`config.mk`:
```
export PLATFORM = sky130hd
export DESIGN_NAME = adc_mode_seq
export DESIGN_NICKNAME = d
export VERILOG_FILES = /design/src/rtl/adc_mode_pkg.sv /design/src/rtl/adc_mode_reg.sv /design/src/rtl/adc_filt_rules.sv /design/src/rtl/adc_mode_fsm.sv /design/src/rtl/adc_mode_seq.sv
export SDC_FILE = /design/constraint.sdc
export NUM_CORES = 1
export LEC_CHECK = 0
export ABC_CLOCK_PERIOD_IN_PS = 1100
export BUFFER_PORTS_ARGS = -buffer_cell sky130_fd_sc_hd__buf_2
export CORE_MARGIN = 1
export CORE_UTILIZATION = 34
export DETAILED_ROUTE_END_ITERATION = 12
export PLACE_DENSITY_LB_ADDON = 0.12
export SETUP_SLACK_MARGIN = 0.05
export SLEW_MARGIN = 5
export SYNTH_ARGS = -nofsm -noshare
export SYNTH_HDL_FRONTEND = slang
export SYNTH_SLANG_ARGS = --single-unit
```
`constraint.sdc`:
```
create_clock -name clk -period 1.1 [get_ports clk]
set_input_delay 0 -clock clk [delete_from_list [all_inputs] [get_ports clk]]
set_output_delay 0 -clock clk [all_outputs]
set_load 0.005 [all_outputs]
```
`src/rtl/adc_mode_pkg.sv`:
```
// Shared mode and routing encodings for the ADC mode sequencer.
// Assumes the 3-bit mode field layout of the mode register.
package adc_mode_pkg;

    typedef enum logic [2:0] {
        MD_OFF    = 3'b000,
        MD_IDLE   = 3'b001,
        MD_ONE    = 3'b010,
        MD_RUN    = 3'b011,
        MD_ZS_INT = 3'b100,
        MD_FS_INT = 3'b101,
        MD_ZS_SYS = 3'b110,
        MD_FS_SYS = 3'b111
    } mode_e;

    typedef enum logic [1:0] {
        RT_CHAN  = 2'b00,
        RT_SHORT = 2'b01,
        RT_REF   = 2'b10
    } route_e;

    // True for modes that launch a conversion or calibration.
    function automatic logic mode_runs(input logic [2:0] m);
        return m[2] | m[1];
    endfunction

    // True for the calibration modes.
    function automatic logic mode_cal(input logic [2:0] m);
        return m[2];
    endfunction

endpackage

```
`src/rtl/adc_mode_reg.sv`:
```
// Mode register: holds the 7 implemented bits and decodes writes at one address.
// Assumes the sequencer requests the mode-field clear only when no write hits.
module adc_mode_reg #(
    parameter int          ADDR_W    = 8,
    parameter logic [7:0]  REG_ADDR  = 8'hD1,
    parameter logic [6:0]  RESET_VAL = 7'h08
) (
    input  logic              clk,
    input  logic              rst_n,
    input  logic              wr_en,
    input  logic [ADDR_W-1:0] wr_addr,
    input  logic [7:0]        wr_data,
    input  logic              clr_mode,
    output logic              wr_hit,
    output logic [6:0]        ctl
);
    localparam logic [ADDR_W-1:0] HIT_ADDR = ADDR_W'(REG_ADDR);

    // Address decode of the write port.
    assign wr_hit = wr_en && (wr_addr == HIT_ADDR);

    // Register update: software write wins over the sequencer's self-clear.
    always_ff @(posedge clk) begin
        if (!rst_n) begin
            ctl <= RESET_VAL;
        end else if (wr_hit) begin
            ctl <= wr_data[6:0];
        end else if (clr_mode) begin
            ctl[2:0] <= 3'b000;
        end
    end
endmodule

```
`src/rtl/adc_filt_rules.sv`:
```
// Filter-word rules: legality for the chop setting and gating of the notch.
// Assumes filt_word is an unsigned decimation word.
module adc_filt_rules #(
    parameter int FW_W      = 8,
    parameter int NOTCH_MIN = 68,
    parameter int CHOP_MIN  = 13,
    parameter int FAST_MIN  = 3
) (
    input  logic [FW_W-1:0] filt_word,
    input  logic            chop_off,
    input  logic            notch_req,
    output logic            filt_ok,
    output logic            notch_on
);
    localparam logic [FW_W-1:0] NOTCH_LIM = FW_W'(NOTCH_MIN);
    localparam logic [FW_W-1:0] CHOP_LIM  = FW_W'(CHOP_MIN);
    localparam logic [FW_W-1:0] FAST_LIM  = FW_W'(FAST_MIN);

    // Lower bound picked by the chop setting; notch only above its limit.
    always_comb begin
        filt_ok  = chop_off ? (filt_word >= FAST_LIM) : (filt_word >= CHOP_LIM);
        notch_on = notch_req && (filt_word >= NOTCH_LIM);
    end
endmodule

```
`src/rtl/adc_mode_fsm.sv`:
```
// Conversion sequencer: issues starts, waits for completion, raises result
// strobes, aborts on writes. Assumes conv_done is a one-cycle pulse.
module adc_mode_fsm
    import adc_mode_pkg::*;
(
    input  logic       clk,
    input  logic       rst_n,
    input  logic [2:0] mode,
    input  logic       any_en,
    input  logic       filt_ok,
    input  logic       wr_hit,
    input  logic       conv_done,
    output logic       clr_mode,
    output logic       conv_start,
    output logic       data_load,
    output logic       rdy_set,
    output logic       cal_set,
    output logic       abort_q
);
    typedef enum logic {ST_WAIT, ST_BUSY} st_e;
    st_e  st;
    logic run_ok;
    logic done_hit;

    // Launch condition and accepted completion.
    assign run_ok   = mode_runs(mode) && any_en && filt_ok;
    assign done_hit = (st == ST_BUSY) && conv_done && !wr_hit;
    // One-shot and calibration modes fall back to power-down on completion.
    assign clr_mode = done_hit && (mode != MD_RUN);

    // State and registered strobes.
    always_ff @(posedge clk) begin
        if (!rst_n) begin
            st         <= ST_WAIT;
            conv_start <= 1'b0;
            data_load  <= 1'b0;
            rdy_set    <= 1'b0;
            cal_set    <= 1'b0;
            abort_q    <= 1'b0;
        end else begin
            conv_start <= 1'b0;
            data_load  <= 1'b0;
            rdy_set    <= 1'b0;
            cal_set    <= 1'b0;
            abort_q    <= 1'b0;
            if (wr_hit) begin
                abort_q <= (st == ST_BUSY);
                st      <= ST_WAIT;
            end else if (st == ST_WAIT) begin
                if (run_ok) begin
                    conv_start <= 1'b1;
                    st         <= ST_BUSY;
                end
            end else if (done_hit) begin
                data_load <= !mode_cal(mode);
                rdy_set   <= !mode_cal(mode);
                cal_set   <= mode_cal(mode);
                st        <= ST_WAIT;
            end
        end
    end
endmodule

```
`src/rtl/adc_mode_seq.sv`:
```
// Top of the ADC mode sequencer: register, filter rules, sequencer, and the
// power, reset and routing decode. Assumes one primary and one auxiliary converter.
module adc_mode_seq
    import adc_mode_pkg::*;
#(
    parameter int          ADDR_W    = 8,
    parameter int          FW_W      = 8,
    parameter logic [7:0]  REG_ADDR  = 8'hD1,
    parameter int          NOTCH_MIN = 68,
    parameter int          CHOP_MIN  = 13,
    parameter int          FAST_MIN  = 3
) (
    input  logic              clk,
    input  logic              rst_n,
    input  logic              wr_en,
    input  logic [ADDR_W-1:0] wr_addr,
    input  logic [7:0]        wr_data,
    input  logic [FW_W-1:0]   filt_word,
    input  logic              conv_done,
    output logic [7:0]        rd_data,
    output logic [1:0]        conv_on,
    output logic              mod_rst,
    output logic [1:0]        route_sel,
    output logic              conv_start,
    output logic              data_load,
    output logic              rdy_set,
    output logic              cal_set,
    output logic              notch_on,
    output logic              filt_ok
);
    localparam int NUM_CONV = 2;
    localparam int EN_TOP   = 5;

    logic [6:0] ctl;
    logic       wr_hit;
    logic       clr_mode;
    logic       abort_q;
    logic [2:0] mode;
    logic       any_en;

    assign mode    = ctl[2:0];
    assign any_en  = ctl[5] | ctl[4];
    assign rd_data = {1'b0, ctl};

    adc_mode_reg #(.ADDR_W(ADDR_W), .REG_ADDR(REG_ADDR), .RESET_VAL(7'h08)) u_reg (
        .clk(clk), .rst_n(rst_n), .wr_en(wr_en), .wr_addr(wr_addr),
        .wr_data(wr_data), .clr_mode(clr_mode), .wr_hit(wr_hit), .ctl(ctl)
    );

    adc_filt_rules #(.FW_W(FW_W), .NOTCH_MIN(NOTCH_MIN), .CHOP_MIN(CHOP_MIN),
                     .FAST_MIN(FAST_MIN)) u_rules (
        .filt_word(filt_word), .chop_off(ctl[3]), .notch_req(ctl[6]),
        .filt_ok(filt_ok), .notch_on(notch_on)
    );

    adc_mode_fsm u_fsm (
        .clk(clk), .rst_n(rst_n), .mode(mode), .any_en(any_en),
        .filt_ok(filt_ok), .wr_hit(wr_hit), .conv_done(conv_done),
        .clr_mode(clr_mode), .conv_start(conv_start), .data_load(data_load),
        .rdy_set(rdy_set), .cal_set(cal_set), .abort_q(abort_q)
    );

    // Per-converter power: enable bit set and mode not power-down.
    for (genvar g = 0; g < NUM_CONV; g++) begin : g_pwr
        assign conv_on[g] = ctl[EN_TOP - g] && (mode != MD_OFF);
    end

    // Filter/modulator reset and input routing from the mode field.
    always_comb begin
        mod_rst = (mode == MD_OFF) || (mode == MD_IDLE) || !any_en || abort_q;
        case (mode)
            MD_ZS_INT: route_sel = RT_SHORT;
            MD_FS_INT: route_sel = RT_REF;
            default:   route_sel = RT_CHAN;
        endcase
    end
endmodule

```
==> impl_metrics.env, run 1 <==
export IMPL_grt_ovfl_total=0
export IMPL_maxCapViolations=0
export IMPL_critPathArrivalTime_ns=1.17
export IMPL_ys_seq_area_frac=0.4008
export IMPL_io_pins=47
export IMPL_start_kind="flop"
export IMPL_crit_path_max_fanout=2
export IMPL_die_area_um2=1935
export IMPL_pre_cts_slack_ns=-0.1099
export IMPL_syn_to_final_growth_pct=90.61
export IMPL_numCtsBuffers=3
export IMPL_hp_class="in -> reg"
export IMPL_setup_viol=8
export IMPL_htree_num_levels=1
export IMPL_cp_required_ns=1.10
export IMPL_fin_util=0.7246
export IMPL_cts_tree="yes"
export IMPL_routed_wl_um=1885
export IMPL_final_cell_mix="buf_2 (43), buf_4 (11), dlygate4sd3_1 (7), buf_6 (7), dfxtp_1 (6)"
export IMPL_peakVddDrop_mv=0.7056
export IMPL_ant_nets=0
export IMPL_min_period_over_period=1.068
export IMPL_die_width_um=43.99
export IMPL_tns_ns=-0.2509
export IMPL_hold_path_depth=4
export IMPL_synth_fp_nets=86
export IMPL_dpl_cell_area_um2=884.6
export IMPL_grt_pass1_vias=720
export IMPL_fin_skew_ns=0.002419
export IMPL_ys_flop_type="dfxtp_1"
export IMPL_hold_start="rst_n"
export IMPL_nFillCells=121
export IMPL_syn_avg_cell_area_um2=10.33
export IMPL_cp_end_kind="output port"
export IMPL_yosys_warnings=0
export IMPL_power_density_nw_per_um2=788.9
export IMPL_drv_slew=0
export IMPL_die_y_um=43.99
export IMPL_layout_min_cycle_time_ns=1.175
export IMPL_drt_iter0_markers=10
export IMPL_grt_pass1_wl_um=2904
export IMPL_nNetsFinal=155
export IMPL_dpl_cell_count=124
export IMPL_finalHoldViolCount=0
export IMPL_routedWlPerCell_um=13.27
export IMPL_drive_above_1_share=0.6825
export IMPL_vias_per_cell=5.056
export IMPL_rrSetupSlack_ns=-0.01
export IMPL_crit_type="reg -> out"
export IMPL_p_total_mw=0.9012
export IMPL_num_rows=14
export IMPL_worst_slack_ns=-0.07454
export IMPL_clock_sinks=12
export IMPL_grt_max_degree=9
export IMPL_antenna_cells=0
export IMPL_r2r_cells=5
export IMPL_track_usage=0.2094
export IMPL_clk_latency_ns=0.27
export IMPL_violations="design-rule violations, negative setup slack"
export IMPL_r2r_start="u_reg.ctl[3]$_SDFFE_PN1P_"
export IMPL_leakagePower_nw=0.5626
export IMPL_ys_types=32
export IMPL_final_common_cell="buf_2"
export IMPL_r2r_end="u_fsm.st$_SDFF_PP0_"
export IMPL_cts_root_buf="clkbuf_4"
export IMPL_initial_core_util=0.3802
export IMPL_synth_edff_count=0
export IMPL_rsz0062_at_grt="yes"
export IMPL_core_area_um2=1577
export IMPL_ys_ff_latch=12
export IMPL_status="finished with violations"
export IMPL_max_freq_ghz=0.8514
export IMPL_path_clk_slew_ns=0.08
export IMPL_stdcell_area_um2=1142
export IMPL_grt_antenna_before_repair=0
export IMPL_firstDrtPassIters=8
export IMPL_gp_congestion=0.7338
export IMPL_hpwl_um=1156
export IMPL_synthesis_area_um2=599.3
export IMPL_synthArstFlopShare=0
export IMPL_clockBufferDepth=2
export IMPL_syn_inst=58
export IMPL_timing_hold_ws_ns=0.1297
export IMPL_drcViolationCount=2
export IMPL_numPortBuffers=44
export IMPL_hold_path_end="u_fsm.rdy_set$_SDFF_PP0_"
export IMPL_routed_via_count=718
export IMPL_instances_no_fill=142
logic make-up (layout without fill, tap and decap cells):
logic type | after synthesis | after routing | share of synthesized area
DFF | 12 | 12 | 0.4008
buffers and inverters | 8 | 76 | 0.07515
and+or+nand+nor | 18 | 18 | 0.2130
AOI/OAI and AO/OA | 19 | 19 | 0.3048
other | 1 | 1 | 0.006257
layer usage:
metal,GRT usage,vias up,wire (µm)
met4,0.07273,0,15
met5,0,-,0
met2,0.3910,23,1038
li1,-,357,-
met3,0.06250,2,84
met1,0.2205,336,746
worst max-delay path: stages (launching register included):
cell and delay (ns):
dfxtp_2 0.32, a22o_1 0.18, a211oi_2 0.20, nand2_1 0.07, buf_2 0.13
state kept, by name, summed over array words and instances (netlist names):
signal and cells:
u_reg.ctl 7, u_fsm.abort_q 1, u_fsm.cal_set 1, u_fsm.conv_start 1
u_fsm.rdy_set 1, u_fsm.st 1
where the power goes:
| part | leakage (nW) | internal (mW) | switching (mW) |
|---|---|---|---|
| clock | 0.0210 | 0.201 | 0.149 |
| combinational | 0.442 | 0.0769 | 0.0475 |
| sequential | 0.0996 | 0.427 | 0.000474 |
| total | 0.563 | 0.705 | 0.197 |
cell usage after synthesis (all sizes together) (2+ instances only):
cell | instances | area share
a211oi | 2 | 0.033
or2 | 2 | 0.025
nand2 | 2 | 0.013
inv | 4 | 0.025
a22o | 4 | 0.058
buf | 4 | 0.050
nor3 | 4 | 0.033
nor2b | 2 | 0.021
a32o | 3 | 0.052
dfxtp | 12 | 0.40
worst max-delay path by stage:
stage                              start                        end  slack [ns]  cells past startpoint
6_report       u_reg.ctl[3]$_SDFFE_PN1P_                    filt_ok       -0.07                      4
5_1_grt        u_reg.ctl[3]$_SDFFE_PN1P_                    filt_ok       -0.17                      4
4_1_cts        u_reg.ctl[3]$_SDFFE_PN1P_                    filt_ok       -0.09                      4
3_5_place_dp                  wr_addr[1]  u_reg.ctl[2]$_SDFFE_PN0P_       -0.11                      4
3_3_place_gp                  wr_addr[1]  u_reg.ctl[2]$_SDFFE_PN0P_       -0.09                      4
2_1_floorplan                 wr_addr[1]  u_reg.ctl[2]$_SDFFE_PN0P_        0.01                      3
timing repair:
item,CTS,global route
setup endpoints to repair,8,10
pin swaps,5,6
resized for setup,20,7
hold buffers,7,0
endpoints found under the hold margin,7,0
buffers inserted,5,2
area by class of cell:
type / count / area [µm²] / share of cell area
timing repair buffer: 68 / 446.7 / 0.3910
multi-input combinational: 38 / 366.6 / 0.3209
sequential: 12 / 255.2 / 0.2234
clock buffer: 4 / 36.28 / 0.03176
tap: 16 / 20.02 / 0.01752
inverter: 4 / 17.52 / 0.01533
(Power assumes the default switching activity.)
==> inputs of run 2 (changes only) <==
==> constraint.sdc (replaced) <==
create_clock -name clk -period 1.1 [get_ports clk]
set_input_delay 0.11 -clock clk [delete_from_list [all_inputs] [get_ports clk]]
set_output_delay 0.11 -clock clk [all_outputs]
set_load 0.005 [all_outputs]
==> run 2 against run 1 <==
Net effect: the flow finishes with violations (negative setup slack); clock power grew 3%; utilization shrank 6.0 points; global-route usage is 2.0 points lower; cell count decreased by 7.0%; clock-buffer cell count did not move; power shrank 0.89%; register-to-register slack got worse by 0.02 ns; sequential power is essentially flat; non-clock buffer count fell by 10; via count is 6.0% lower; die area unchanged; largest power group unchanged.
==> impl_metrics.env, run 2 (synthesis results as in run 1) <==
export IMPL_grt_ovfl_total=0
export IMPL_drv_slew=0
export IMPL_nNetsFinal=145
export IMPL_worst_slack_ns=-0.2219
export IMPL_die_width_um=43.99
export IMPL_grt_pass1_wl_um=2615
export IMPL_timing_hold_ws_ns=0.03635
export IMPL_r2r_start="u_reg.ctl[2]$_SDFFE_PN0P_"
export IMPL_gp_congestion=0.7041
export IMPL_start_kind="flop"
export IMPL_cp_required_ns=0.99
export IMPL_path_depth=4
export IMPL_instances_no_fill=132
export IMPL_slowest_delay_ns=0.32
export IMPL_min_period_over_period=1.202
export IMPL_cts_root_buf="clkbuf_4"
export IMPL_num_rows=14
export IMPL_multi_input_area_um2=370.4
export IMPL_clk_latency_ns=0.28
export IMPL_drcViolationCount=0
export IMPL_firstDrtPassIters=5
export IMPL_max_freq_ghz=0.7565
export IMPL_nFillCells=128
export IMPL_r2r_cells=4
export IMPL_cp_end_kind="output port"
export IMPL_clockBufferDepth=2
export IMPL_leakagePower_nw=0.5154
export IMPL_rsz0062_at_grt="yes"
export IMPL_violations="negative setup slack"
export IMPL_status="finished with violations"
export IMPL_clock_sinks=12
export IMPL_routedWlPerCell_um=12.23
export IMPL_cpMaxStageDelayCell="dfxtp_2"
export IMPL_dpl_cell_area_um2=895.9
export IMPL_cts_tree="yes"
export IMPL_vias_per_cell=5.114
export IMPL_cp_endpoint="filt_ok"
export IMPL_numPortBuffers=44
export IMPL_stdcell_area_um2=1047
export IMPL_die_area_um2=1935
export IMPL_power_density_nw_per_um2=852.9
export IMPL_p_total_mw=0.8932
export IMPL_track_usage=0.1891
export IMPL_antenna_cells=0
export IMPL_initial_core_util=0.3802
export IMPL_numCtsBuffers=3
export IMPL_setup_viol=7
export IMPL_hold_path_depth=2
export IMPL_path_buf_inv=1
export IMPL_ant_nets=0
export IMPL_maxCapViolations=0
export IMPL_routed_wl_um=1614
export IMPL_grt_max_degree=8
export IMPL_crit_path_cell_trace="a22o_1, a211oi_2, nand2_1, buf_2"
export IMPL_grt_pass1_vias=612
export IMPL_pre_cts_slack_ns=-0.2356
export IMPL_crit_path_max_fanout=2
export IMPL_layout_min_cycle_time_ns=1.322
export IMPL_critPathArrivalTime_ns=1.21
export IMPL_hp_class="in -> reg"
export IMPL_top_register="u_reg.ctl"
export IMPL_routed_via_count=675
export IMPL_final_cell_mix="buf_2 (42), buf_4 (11), buf_6 (5), dfxtp_1 (5), dfxtp_2 (5)"
export IMPL_core_area_um2=1577
export IMPL_peakVddDrop_mv=0.5614
export IMPL_die_y_um=43.99
export IMPL_rrSetupSlack_ns=-0.03
export IMPL_holdBufCountCts=0
export IMPL_largest_register_ffs=7
export IMPL_io_pins=47
export IMPL_regArea_um2=254.0
export IMPL_crit_path_start="u_reg.ctl[3]$_SDFFE_PN1P_"
export IMPL_path_clk_slew_ns=0.08
export IMPL_crit_family="compound AO/OA/AOI/OAI gates"
export IMPL_crit_type="reg -> out"
export IMPL_syn_to_final_growth_pct=74.74
export IMPL_grt_antenna_before_repair=0
export IMPL_final_common_cell="buf_2"
export IMPL_r2r_end="u_reg.ctl[0]$_SDFFE_PN0P_"
export IMPL_drive_above_1_share=0.7328
export IMPL_fin_skew_ns=0.004406
export IMPL_htree_num_levels=1
export IMPL_drt_iter0_markers=6
export IMPL_dpl_cell_count=125
export IMPL_finalHoldViolCount=0
## run 2: area by class of cell
| type | count | share of cell area |
|---|---|---|
| well taps | 16 | 0.01912 |
| flip-flops and latches | 12 | 0.2425 |
| repair buffers | 58 | 0.3333 |
| clock buffers | 4 | 0.03465 |
| inverters | 4 | 0.01673 |
| multi-input cells | 38 | 0.3536 |
## run 2: how the worst min path moves through the flow
stage	from	endpoint	slack, ns
2_1_floorplan	wr_data[4]	u_reg.ctl[4]$_SDFFE_PN0P_	0.24
3_3_place_gp	wr_data[1]	u_reg.ctl[1]$_SDFFE_PN0P_	0.32
3_5_place_dp	wr_data[1]	u_reg.ctl[1]$_SDFFE_PN0P_	0.33
4_1_cts	wr_data[1]	u_reg.ctl[1]$_SDFFE_PN0P_	0.03
5_1_grt	wr_data[6]	u_reg.ctl[6]$_SDFFE_PN0P_	0.03
6_report	wr_data[6]	u_reg.ctl[6]$_SDFFE_PN0P_	0.04
## run 2: routing by layer
layer	share of wire	up-vias	global-route usage
met5	0	-	0
met4	0.025	0	0.1030
met3	0.068	6	0.06667
met2	0.47	30	0.3045
met1	0.43	300	0.2183
li1	-	339	-
## run 2: worst reg2reg max path, delay by kind of cell (launching register included)
family,cells,cell delay [ns]
compound gates,2,0.48
flops,1,0.41
buf+inv,2,0.16
## run 2: timing repair
action                     in CTS  in global routing
pin swaps                       7                  3
buffers inserted                4                  2
setup endpoints to repair       7                 11
gates resized for setup        20                  7
## run 2: through the flow
stage | util | setup TNS, ns
final | 0.6643 | -0.6275
after global routing | 0.6643 | -1.059
after CTS | 0.6508 | -0.6079
after detailed placement | 0.5683 | -2.044
after global placement | 0.5683 | -1.904
after floorplan | - | -0.4633
## run 2: power by group
group / total (mW) / internal, mW / switching (mW)
sequential: 0.430 / 0.429 / 0.000509
combinational: 0.104 / 0.0605 / 0.0434
clock: 0.360 / 0.201 / 0.158
total: 0.893 / 0.691 / 0.202
==> inputs of run 3 (changes only) <==
--- a/config.mk
+++ b/config.mk
@@ -15,4 +15,5 @@
 export SLEW_MARGIN = 5
 export SYNTH_ARGS = -nofsm -noshare
 export SYNTH_HDL_FRONTEND = slang
+export SYNTH_HIERARCHICAL = 1
 export SYNTH_SLANG_ARGS = --single-unit
==> run 3 against run 2 <==
Net effect: the run still ends with negative setup slack left; worst setup slack improved by 0.043 ns; wire length fell by 3.5%; worst hold slack improved by 0.031 ns; cell count rose by 12%; sequential share of layout area rose by 0.21 points; maximum frequency rose by 3.3%; power fell by 2.9%; largest power group unchanged; highest routed layer is now met3.
==> impl_metrics.env, run 3 <==
export IMPL_layout_min_cycle_time_ns=1.279
export IMPL_die_area_um2=2031
export IMPL_die_width_um=45.07
export IMPL_grt_antenna_before_repair=0
export IMPL_core_area_um2=1727
export IMPL_r2r_start="u_reg/ctl[3]$_SDFFE_PN1P_"
export IMPL_fin_util=0.6043
export IMPL_io_pins=47
export IMPL_cts_root_buf="clkbuf_4"
export IMPL_grt_pass1_wl_um=2470
export IMPL_instances_no_fill=148
export IMPL_yosysTopAreaCell="dfxtp_1"
export IMPL_comb_power_share=0.105
export IMPL_synthesis_area_um2=630.6
export IMPL_rsz0062_at_grt="yes"
export IMPL_grt_ovfl_total=0
export IMPL_hpwl_um=1186
export IMPL_drcViolationCount=0
export IMPL_largest_register_ffs=7
export IMPL_nFillCells=161
export IMPL_cp_required_ns=0.99
export IMPL_power_density_nw_per_um2=831.0
export IMPL_htree_num_levels=1
export IMPL_drt_iter0_markers=8
export IMPL_dpl_cell_count=140
export IMPL_final_cell_mix="buf_2 (43), nand2_1 (9), buf_4 (8), mux2i_1 (7), dfxtp_1 (6)"
export IMPL_final_common_cell="buf_2"
export IMPL_critPathArrivalTime_ns=1.17
export IMPL_ant_nets=0
export IMPL_routed_via_count=710
export IMPL_p_total_mw=0.8672
export IMPL_pre_cts_slack_ns=-0.2295
export IMPL_synthArstFlopShare=0
export IMPL_seqPwrFrac=0.493
export IMPL_antenna_cells=0
export IMPL_crit_path_start="u_reg/ctl[3]$_SDFFE_PN1P_"
export IMPL_routedWlPerCell_um=10.52
export IMPL_path_clk_slew_ns=0.08
export IMPL_dpl_cell_area_um2=909.6
export IMPL_worst_slack_ns=-0.1792
export IMPL_regArea_um2=255.2
export IMPL_grt_max_degree=13
export IMPL_multi_input_area_um2=392.9
export IMPL_hp_class="in -> reg"
export IMPL_synthTopCellsByCount="dfxtp_1 (12), nand2_1 (9), mux2i_1 (7)"
export IMPL_intPower_mw=0.6796
export IMPL_syn_avg_cell_area_um2=9.274
export IMPL_setup_viol=8
export IMPL_clk_latency_ns=0.27
export IMPL_ys_seq_area_frac=0.3810
export IMPL_syn_inst=68
export IMPL_synth_edff_count=0
export IMPL_stdcell_area_um2=1044
export IMPL_num_rows=15
export IMPL_die_y_um=45.07
export IMPL_swShare=0.2163
export IMPL_firstDrtPassIters=4
export IMPL_power_switching_mw=0.1876
export IMPL_synth_top_cell_area_share=0.3810
export IMPL_crit_path_max_fanout=3
export IMPL_cts_tree="yes"
export IMPL_clock_sinks=12
export IMPL_holdBufCountCts=0
export IMPL_routed_wl_um=1557
export IMPL_ys_ff_latch=12
export IMPL_ys_flop_type="dfxtp_1"
export IMPL_gp_congestion=0.8053
export IMPL_cp_end_kind="output port"
export IMPL_track_usage=0.1699
export IMPL_peakVddDrop_mv=0.6021
export IMPL_crit_type="reg -> out"
export IMPL_vias_per_cell=4.797
export IMPL_synth_fp_nets=96
export IMPL_finalHoldViolCount=0
export IMPL_leakagePower_nw=0.4732
export IMPL_nNetsFinal=152
export IMPL_drv_slew=0
export IMPL_clockBufferDepth=2
export IMPL_hold_start="wr_data[2]"
export IMPL_start_kind="flop"
export IMPL_clock_power_share=0.403
export IMPL_violations="negative setup slack"
export IMPL_ys_types=30
export IMPL_syn_to_final_growth_pct=65.48
export IMPL_max_freq_ghz=0.7817
export IMPL_grt_pass1_vias=594
export IMPL_yosysMostFrequentCell="dfxtp_1"
export IMPL_top_register="u_reg/ctl"
export IMPL_numPortBuffers=44
export IMPL_status="finished with violations"
export IMPL_numCtsBuffers=3
export IMPL_maxCapViolations=0
export IMPL_min_period_over_period=1.163
export IMPL_fin_skew_ns=0.002907
export IMPL_yosys_warnings=6
export IMPL_drive_above_1_share=0.6179
export IMPL_initial_core_util=0.3652
export IMPL_synthTopCellsByArea="dfxtp_1 (38%), mux2i_1 (11%), nand2_1 (5.4%)"
## run 3: cell count changes after synthesis, moves of 3 or more
cell      previous run  this run
a22o_1               4         0
nand3b_1             0         3
nand2_1              2         9
mux2i_1              0         7
## run 3: worst paths after layout
kind	endpoint	slack [ns]	cells after the start
worst max-delay path	filt_ok	-0.18	4
worst min-delay path	u_reg/ctl[2]$_SDFFE_PN0P_	0.07	3
worst max register to register	u_fsm/st$_SDFF_PP0_	-0.10	5
worst min register to register	u_reg/ctl[4]$_SDFFE_PN0P_	0.47	2
## run 3: power by group through the flow
stage | Sequential (mW) | Combinational [mW] | Clock (mW)
after global routing | 0.427 | 0.102 | 0.386
after detailed placement | 0.445 | 0.0859 | 0
after global placement | 0.445 | 0.0842 | 0
final | 0.427 | 0.0908 | 0.349
after floorplan | 0.445 | 0.0284 | 0
after CTS | 0.427 | 0.0868 | 0.366
## run 3: routing by layer
metal  global-route usage  part of all wire
met5                    0                 0
met3              0.07200             0.080
met1               0.2020              0.43
met4              0.01818                 0
met2               0.2928              0.49
## run 3: layout make-up
type	instances	share of cell area
inverters	2	0.007194
repair buffers	55	0.3070
multi-input cells	50	0.3765
flip-flops and latches	12	0.2446
clock buffers	4	0.03477
well taps	25	0.02998
## run 3: worst max-delay path, stage by stage (launching register included)
cell	delay, ns
dfxtp_2	0.35
o22a_1	0.12
nor2_1	0.04
o31ai_2	0.21
buf_2	0.16
## run 3: kinds of logic after synthesis
group | Yosys count | share of synthesized area
buf+inv | 6 | 0.05951
mux | 7 | 0.1111
other cells | 1 | 0.005947
flops | 12 | 0.3810
compound gates | 9 | 0.1230
simple gates | 33 | 0.3195
## run 3: stage by stage
step                hold slack [ns]  setup TNS (ns)
global route                0.06497          -1.175
floorplan                    0.2521         -0.6255
CTS                         0.06222         -0.7006
detailed placement           0.3690          -2.015
finish                      0.06772         -0.6167
global placement             0.3592          -1.912
## run 3: repair_timing
action	CTS	global route
pin swaps	7	3
setup buffers	4	0
gates resized for setup	14	5
setup endpoints to repair	8	15
endpoints found under the hold margin	0	0
